$ cat config.mk
export PLATFORM = sky130hd
export DESIGN_NAME = dma_req_front
export DESIGN_NICKNAME = d
export VERILOG_FILES = /design/src/rtl/dma_req_pkg.sv /design/src/rtl/dma_cmd_decode.sv /design/src/rtl/dma_prio_pick.sv /design/src/rtl/dma_tc_status.sv /design/src/rtl/dma_req_front.sv
export SDC_FILE = /design/constraint.sdc
export NUM_CORES = 1
export LEC_CHECK = 0
export CAP_MARGIN = 5
export CORE_MARGIN = 2
export CORE_UTILIZATION = 51
export DETAILED_ROUTE_END_ITERATION = 10
export HOLD_SLACK_MARGIN = 0.12
export PLACE_DENSITY = 0.95
export SLEW_MARGIN = 20
export SYNTH_ARGS = -nofsm -noshare
export SYNTH_HDL_FRONTEND = slang
export SYNTH_SLANG_ARGS = --single-unit
$ cat constraint.sdc
create_clock -name clk -period 2.5 [get_ports clk]
set_input_delay 0.375 -clock clk [delete_from_list [all_inputs] [get_ports clk]]
set_output_delay 0.375 -clock clk [all_outputs]
set_load 0.05 [all_outputs]
$ cat src/rtl/dma_req_pkg.sv
package dma_req_pkg;

    typedef enum logic [2:0] {
        CMD_SWREQ   = 3'd0,
        CMD_MASK1   = 3'd1,
        CMD_MASKALL = 3'd2,
        CMD_CLRMASK = 3'd3,
        CMD_MCLR    = 3'd4
    } cmd_e;

    typedef enum logic [1:0] {
        ST_IDLE,
        ST_REQ,
        ST_GRANT,
        ST_RELEASE
    } st_e;

endpackage

$ cat src/rtl/dma_cmd_decode.sv
module dma_cmd_decode
    import dma_req_pkg::*;
#(
    parameter int NCH  = 4,
    localparam int CH_W = $clog2(NCH)
) (
    input  logic           clk,
    input  logic           rst_n,
    input  logic           wr_en_i,
    input  logic [2:0]     wr_cmd_i,
    input  logic [NCH-1:0] wr_data_i,
    input  logic [NCH-1:0] sreq_clr_i,
    output logic [NCH-1:0] mask_o,
    output logic [NCH-1:0] sreq_o,
    output logic           mclr_o
);

    logic [CH_W-1:0] sel_ch;
    logic            sel_set;
    logic [NCH-1:0]  sel_oh;

    assign sel_ch  = wr_data_i[CH_W-1:0];
    assign sel_set = wr_data_i[CH_W];
    assign mclr_o  = wr_en_i && (wr_cmd_i == CMD_MCLR);

    for (genvar g = 0; g < NCH; g++) begin : g_sel
        assign sel_oh[g] = (sel_ch == CH_W'(g));
    end

    // mask register: reset and master clear disable every channel
    always_ff @(posedge clk or negedge rst_n) begin
        if (!rst_n) begin
            mask_o <= '1;
        end else if (mclr_o) begin
            mask_o <= '1;
        end else if (wr_en_i) begin
            if (wr_cmd_i == CMD_MASK1) begin
                mask_o <= sel_set ? (mask_o | sel_oh) : (mask_o & ~sel_oh);
            end else if (wr_cmd_i == CMD_MASKALL) begin
                mask_o <= wr_data_i;
            end else if (wr_cmd_i == CMD_CLRMASK) begin
                mask_o <= '0;
            end
        end
    end

    // software request bits: a write wins over the end-of-cycle clear
    always_ff @(posedge clk or negedge rst_n) begin
        if (!rst_n) begin
            sreq_o <= '0;
        end else if (mclr_o) begin
            sreq_o <= '0;
        end else if (wr_en_i && (wr_cmd_i == CMD_SWREQ)) begin
            sreq_o <= sel_set ? ((sreq_o & ~sreq_clr_i) | sel_oh)
                              : ((sreq_o & ~sreq_clr_i) & ~sel_oh);
        end else begin
            sreq_o <= sreq_o & ~sreq_clr_i;
        end
    end

endmodule

$ cat src/rtl/dma_prio_pick.sv
module dma_prio_pick #(
    parameter int NCH  = 4,
    localparam int CH_W = $clog2(NCH)
) (
    input  logic [NCH-1:0]  req_i,
    output logic            any_o,
    output logic [CH_W-1:0] idx_o
);

    assign any_o = |req_i;

    // scan downward so the lowest-numbered pending channel wins
    always_comb begin
        idx_o = '0;
        for (int i = NCH - 1; i >= 0; i--) begin
            if (req_i[i]) begin
                idx_o = CH_W'(i);
            end
        end
    end

endmodule

$ cat src/rtl/dma_tc_status.sv
module dma_tc_status #(
    parameter int NCH = 4
) (
    input  logic           clk,
    input  logic           rst_n,
    input  logic           clr_i,
    input  logic           rd_i,
    input  logic [NCH-1:0] set_i,
    output logic [NCH-1:0] tc_o
);

    // a read clears old flags; a flag set in the same cycle survives
    always_ff @(posedge clk or negedge rst_n) begin
        if (!rst_n) begin
            tc_o <= '0;
        end else if (clr_i) begin
            tc_o <= '0;
        end else begin
            tc_o <= (tc_o & ~{NCH{rd_i}}) | set_i;
        end
    end

endmodule

$ cat src/rtl/dma_req_front.sv
module dma_req_front
    import dma_req_pkg::*;
#(
    parameter int NCH  = 4,
    localparam int CH_W = $clog2(NCH)
) (
    input  logic           clk,
    input  logic           rst_n,
    input  logic [NCH-1:0] dreq_i,
    input  logic           hlda_i,
    input  logic           done_i,
    input  logic           tc_i,
    input  logic           wr_en_i,
    input  logic [2:0]     wr_cmd_i,
    input  logic [NCH-1:0] wr_data_i,
    input  logic           stat_rd_i,
    output logic           hold_o,
    output logic [NCH-1:0] dack_o,
    output logic [2*NCH-1:0] stat_o
);

    st_e             state_q, state_d;
    logic [CH_W-1:0] gnt_q;
    logic [CH_W-1:0] pick_idx;
    logic            pick_any;
    logic [NCH-1:0]  mask;
    logic [NCH-1:0]  sreq;
    logic [NCH-1:0]  pend;
    logic [NCH-1:0]  gnt_oh;
    logic [NCH-1:0]  tc_flags;
    logic [NCH-1:0]  cyc_end;
    logic            mclr;

    dma_cmd_decode #(.NCH(NCH)) cmd_i (
        .clk        (clk),
        .rst_n      (rst_n),
        .wr_en_i    (wr_en_i),
        .wr_cmd_i   (wr_cmd_i),
        .wr_data_i  (wr_data_i),
        .sreq_clr_i (cyc_end),
        .mask_o     (mask),
        .sreq_o     (sreq),
        .mclr_o     (mclr)
    );

    assign pend = (dreq_i | sreq) & ~mask;

    dma_prio_pick #(.NCH(NCH)) pick_i (
        .req_i (pend),
        .any_o (pick_any),
        .idx_o (pick_idx)
    );

    for (genvar g = 0; g < NCH; g++) begin : g_oh
        assign gnt_oh[g] = (gnt_q == CH_W'(g));
    end

    assign cyc_end = (state_q == ST_GRANT && done_i) ? gnt_oh : '0;

    dma_tc_status #(.NCH(NCH)) stat_i (
        .clk   (clk),
        .rst_n (rst_n),
        .clr_i (mclr),
        .rd_i  (stat_rd_i),
        .set_i (tc_i ? cyc_end : '0),
        .tc_o  (tc_flags)
    );

    // next-state logic
    always_comb begin
        state_d = state_q;
        unique case (state_q)
            ST_IDLE:    if (pick_any) state_d = ST_REQ;
            ST_REQ:     if (!pick_any) state_d = ST_IDLE;
                        else if (hlda_i) state_d = ST_GRANT;
            ST_GRANT:   if (done_i) state_d = ST_RELEASE;
            ST_RELEASE: if (!pend[gnt_q]) state_d = ST_IDLE;
        endcase
    end

    // state register and latched grant
    always_ff @(posedge clk or negedge rst_n) begin
        if (!rst_n) begin
            state_q <= ST_IDLE;
            gnt_q   <= '0;
        end else if (mclr) begin
            state_q <= ST_IDLE;
        end else begin
            state_q <= state_d;
            if (state_q == ST_REQ && hlda_i && pick_any) begin
                gnt_q <= pick_idx;
            end
        end
    end

    // outputs
    always_comb begin
        hold_o = (state_q != ST_IDLE);
        dack_o = (state_q == ST_GRANT && hlda_i) ? gnt_oh : '0;
        stat_o = {dreq_i | sreq, tc_flags};
    end

endmodule

Yosys cells after proc, flatten, opt, wreduce, memory -nomap -nowiden
Index checks and enable logic that the tools add are counted.
{ "word_totals": {"memories": 0, "output_inout_bits": 13, "reg_bits": 16, "romBits": 0, "latchBits": 0, "mem_bits_rw": 0, "input_bits": 18} }
{ "classes": {"eq_ne": 17, "n_lt_le_gt_ge": 1, "muxes": 26, "n_shift": 0, "addsub": 0, "n_div": 0, "multipliers": 0, "reduce_logical": 17, "bitwise_logic": 14} }
{ "op_table": {"columns": ["operator", "n"], "rows": [
  ["$mux W4", 13],
  ["$and A4 B4 Y4", 5],
  ["$mux W2", 10],
  ["$not A4 Y4", 4],
  ["$or A4 B4 Y4", 4],
  ["$eq A2 B2 Y1 const B", 6],
  ["$ne A3 B2 Y1 const B", 3],
  ["$pmux W2 S4", 1],
  ["$eq A2 B1 Y1 const B", 3],
  ["$eq A3 B2 Y1 const B", 2],
  ["$logic_and A1 B1 Y1", 6],
  ["$logic_not A2 Y1", 3],
  ["$ne A4 B3 Y1 const B", 1],
  ["$reduce_and A2 Y1", 2],
  ["$reduce_and A4 Y1", 1],
  ["$reduce_bool A2 Y1", 2],
  ["$reduce_bool A4 Y1", 1],
  ["$reduce_or A4 Y1", 1],
  ["$eq A3 B1 Y1 const B", 1],
  ["$eq A3 B3 Y1 const B", 1],
  ["$logic_not A3 Y1", 1],
  ["$lt A2 B3 Y1 const B", 1],
  ["$bmux W1 S2", 1],
  ["$mux W1", 1],
  ["$not A1 Y1", 1]
]} }

Longest topological paths before layout
{ "logic_depth": {"depth_word": 9, "mapped_depth": 5, "depth_no_buf": 4} }

By module
From an unflattened synthesis, not the netlist that was laid out.
{ "hier_totals": {"hier_cells": 142, "hier_area_um2": 1152.4} }
{ "modules_own_cells": {"columns": ["mod", "seq_area_each_um2", "n_inst", "cells_per_inst", "area_per_inst_um2"], "rows": [
  ["dma_cmd_decode", 205.2, 1, 66, 566.8],
  ["dma_req_front", 100.1, 1, 53, 390.4],
  ["dma_tc_status", 100.1, 1, 16, 160.2],
  ["dma_prio_pick", 0.0, 1, 7, 35.0]
]} }

Worst setup path before layout
Ideal clock, no wire load.
{ "synth_path": {"kind": "flip-flop to output port", "startpoint": "register state_q[1]", "endpoint": "output dack_o[0]", "stages_incl_launch_ff": 4, "t_arrival_ns": 1.796, "path_slack_ns": 0.329, "t_required_ns": 2.125, "path_cell_list": "dfrtp_1 > nor2b_1 > nand2_1 > nor3_1"} }
{ "synth_between": {"elab_chain_cells": 3} }
{ "synth_rtl": {"columns": ["element", "line", "source"], "rows": [
  ["from (decl)", "dma_req_front.sv:22", "st_e state_q, state_d;"],
  ["from (signal assigned)", "dma_req_front.sv:89", "state_q <= state_d;"],
  ["$eq A2 B2 Y1", "dma_req_front.sv:99", "dack_o = (state_q == ST_GRANT && hlda_i) ? gnt_oh : '0;"],
  ["$logic_and A1 B1 Y1", "dma_req_front.sv:99", null],
  ["$mux W4", "dma_req_front.sv:99", null],
  ["to (decl)", "dma_req_front.sv:18", "output logic [NCH-1:0] dack_o,"]
]} }
Every way passes these cells.

Worst setup path in the final report
{ "layout_path": {"startpoint": "input dreq_i[3]", "endpoint": "output stat_o[7]"} }
{ "layout_between": {"elab_chain_cells": 1} }
{ "layout_rtl": {"columns": ["element", "line", "source"], "rows": [
  ["from (decl)", "dma_req_front.sv:9", "input logic [NCH-1:0] dreq_i,"],
  ["$or A4 B4 Y4", "dma_req_front.sv:100", "stat_o = {dreq_i | sreq, tc_flags};"],
  ["to (decl)", "dma_req_front.sv:19", "output logic [2*NCH-1:0] stat_o"]
]} }
Every way passes these cells.

==> results.json <==
{
  "status": "finished, final reports clean",
  "setup_tns_ps": 0,
  "rows": 16,
  "cts_sinks": 16,
  "ctsLongestPathBuffers": 2,
  "grt_pass1_wl_um": 4150,
  "grt_max_degree": 17,
  "peakVddDrop_v": 0.000439,
  "yosysTopAreaCellShare_pct": 27.3,
  "skew_ps": 1.04,
  "die_area_um2": 2540,
  "r2r-start": "gnt_q[1]",
  "start_kind": "primary input",
  "grt_pass1_vias": 977,
  "root_buffer": "clkbuf_4",
  "max_cap_violations": 0,
  "synth.avg_cell_area_um2": 8.53,
  "clk_latency_ps": 300,
  "fill_cells": 155,
  "drive_gt1_share_pct": 14.6,
  "crit_type": "primary input to output pin",
  "dpl.hpwl_um": 1950,
  "worstPathRequired_ps": 2120,
  "period_share_pct": 89.6,
  "synth.distinct_cells": 37,
  "yosys-top-cells-area": "dfrtp_1 (27%), dfstp_2 (9.6%), a21oi_1 (5.9%), o21ai_0 (5.5%), nand2_1 (5.1%)",
  "crit_arrival_ps": 1870,
  "crit_path_end_kind": "output pin",
  "r2r-end": "state_q[0]",
  "ctsResizeCount": 0,
  "r2r_cells": 3,
  "globalRoute.totalOverflow": 0,
  "pin_count": 31,
  "ys_ff_latch": 16,
  "antenna_found_initial": 0,
  "mostFrequentLayoutCells": "clkdlybuf4s50_1 (26), nand2_1 (15), a21oi_1 (13)",
  "start_util_pct": 54.9,
  "final_nets": 177,
  "slew_headroom_pct": 53.9,
  "syn_inst": 129,
  "area_delta_synth_final_pct": 29.8,
  "cp-startpoint": "dreq_i[3]",
  "finalCriticalPeriod_ps": 2240,
  "grt_usage_pct": 21.9,
  "die_x_um": 50.4,
  "synth_edf_count": 0,
  "clkTransAtPathRegs_ps": 90,
  "via_count": 1084,
  "htreeDepth": 1,
  "drc": 0,
  "syn_nets": 147,
  "fmax_ghz": 0.446,
  "cellPowerDensity_nw_per_um2": 706,
  "wirelength_um": 2530,
  "n_antenna_cell": 0,
  "io_buffers": 30,
  "ff2ff_setup_slack_ps": 1000,
  "p_leak_nw": 0.566,
  "via_per_inst": 5.86,
  "firstDrtPassIters": 4,
  "worst_slew_pin_slew_ps": 690,
  "utilization_pct": 71.3,
  "core_area_um2": 2000,
  "wl_per_cell_um": 13.7,
  "cts_hold_buf": 0,
  "gp_congestion": 0.804,
  "ant_nets": 0,
  "numCtsBuffers": 3,
  "worstPathMaxFanout": 2,
  "yosysWarnings": 0,
  "synth_area_um2": 1100,
  "rsz0062_at_grt": "no",
  "timing.final.max_slew_violations": 0,
  "cts_setup_buffers": 0,
  "fp.dieH_um": 50.4,
  "setup_violations": 0,
  "hold_viol": 0,
  "final_common_cell": "clkdlybuf4s50_1",
  "synth-main-ff-cell": "dfrtp_1",
  "min_path_type": "primary input to async pin",
  "ys_seq_area_share_pct": 36.9,
  "cts_tree": "done",
  "async_reset_ff_share_pct": 100,
  "drt-initial-drc-count": 14,
  "synth_top_area_cell": "dfrtp_1"
}
-- layer usage --
metal	GRT usage, %	wire length [um]	vias to the layer above
li1	-	-	525
met1	25.1	1060	513
met2	36.8	1270	41
met3	4.76	144	5
met4	14.0	65	0
met5	0	0	-
-- cells in the mapped netlist (3+ instances only) --
cell and n:
a31oi_1 4, dfstp_2 4, o21ai_0 12, buf_2 3, nor2b_1 6, dfrtp_1 12, nand3_1 4, nor2_1 10
inv_1 4, or2_2 5, nand2_1 15, nand3b_1 4, a21oi_1 13, o21bai_1 3, nand2b_1 5
-- flip-flops by register name (all words and copies together), names as in the netlist --
register and cells:
stat_i.tc_o 4, state_q 2, cmd_i.sreq_o 4, gnt_q 2, cmd_i.mask_o 4
-- metrics by stage --
stage          instances  hold slack (ps)  setup slack, ps  area (um2)  total power [W]
2_1_floorplan        129             79.4              329        1100         0.000722
3_3_place_gp         181              490              318        1400         0.000843
3_5_place_dp         181              498              273        1400         0.000860
4_1_cts              185              503              271        1430          0.00101
5_1_grt              185              539              267        1430          0.00107
6_report             185              483              260        1430          0.00101
-- final cells by class --
type,count,area [um2],area share (%)
clock buffers,4,26.3,1.84
inverters,4,15.0,1.05
multi-input cells,103,649,45.5
flip-flops and latches,16,405,28.4
well taps,27,33.8,2.37
repair buffers,31,298,20.9
-- kinds of logic after synthesis --
group / share of synthesized area, %
multiplexers: 2.05
buffers and inverters: 4.10
flip-flops: 36.9
AO/OA/AOI/OAI: 26.1
AND/OR/NAND/NOR: 30.9
-- worst max-delay path, stage by stage --
cell,delay [ps]
clkdlybuf4s50_1,470
or2_2,310
clkdlybuf4s50_1,710
-- power by group --
part | total [W] | leakage (nW) | switching, W | internal, W
combinational | 0.000449 | 0.353 | 0.000253 | 0.000197
sequential | 0.000410 | 0.199 | 0.0000890 | 0.000321
clock | 0.000149 | 0.0150 | 0.0000869 | 0.0000624
total | 0.00101 | 0.566 | 0.000429 | 0.000580
-- worst max-delay path by stage --
stage,endpoint,slack (ps),cells after the start
finish,stat_o[7],260,3
global route,stat_o[7],270,3
CTS,stat_o[7],270,3
detailed placement,stat_o[7],270,3
global placement,stat_o[5],320,3
floorplan,dack_o[0],330,3
Note: power is estimated with default switching activity, not from simulation.
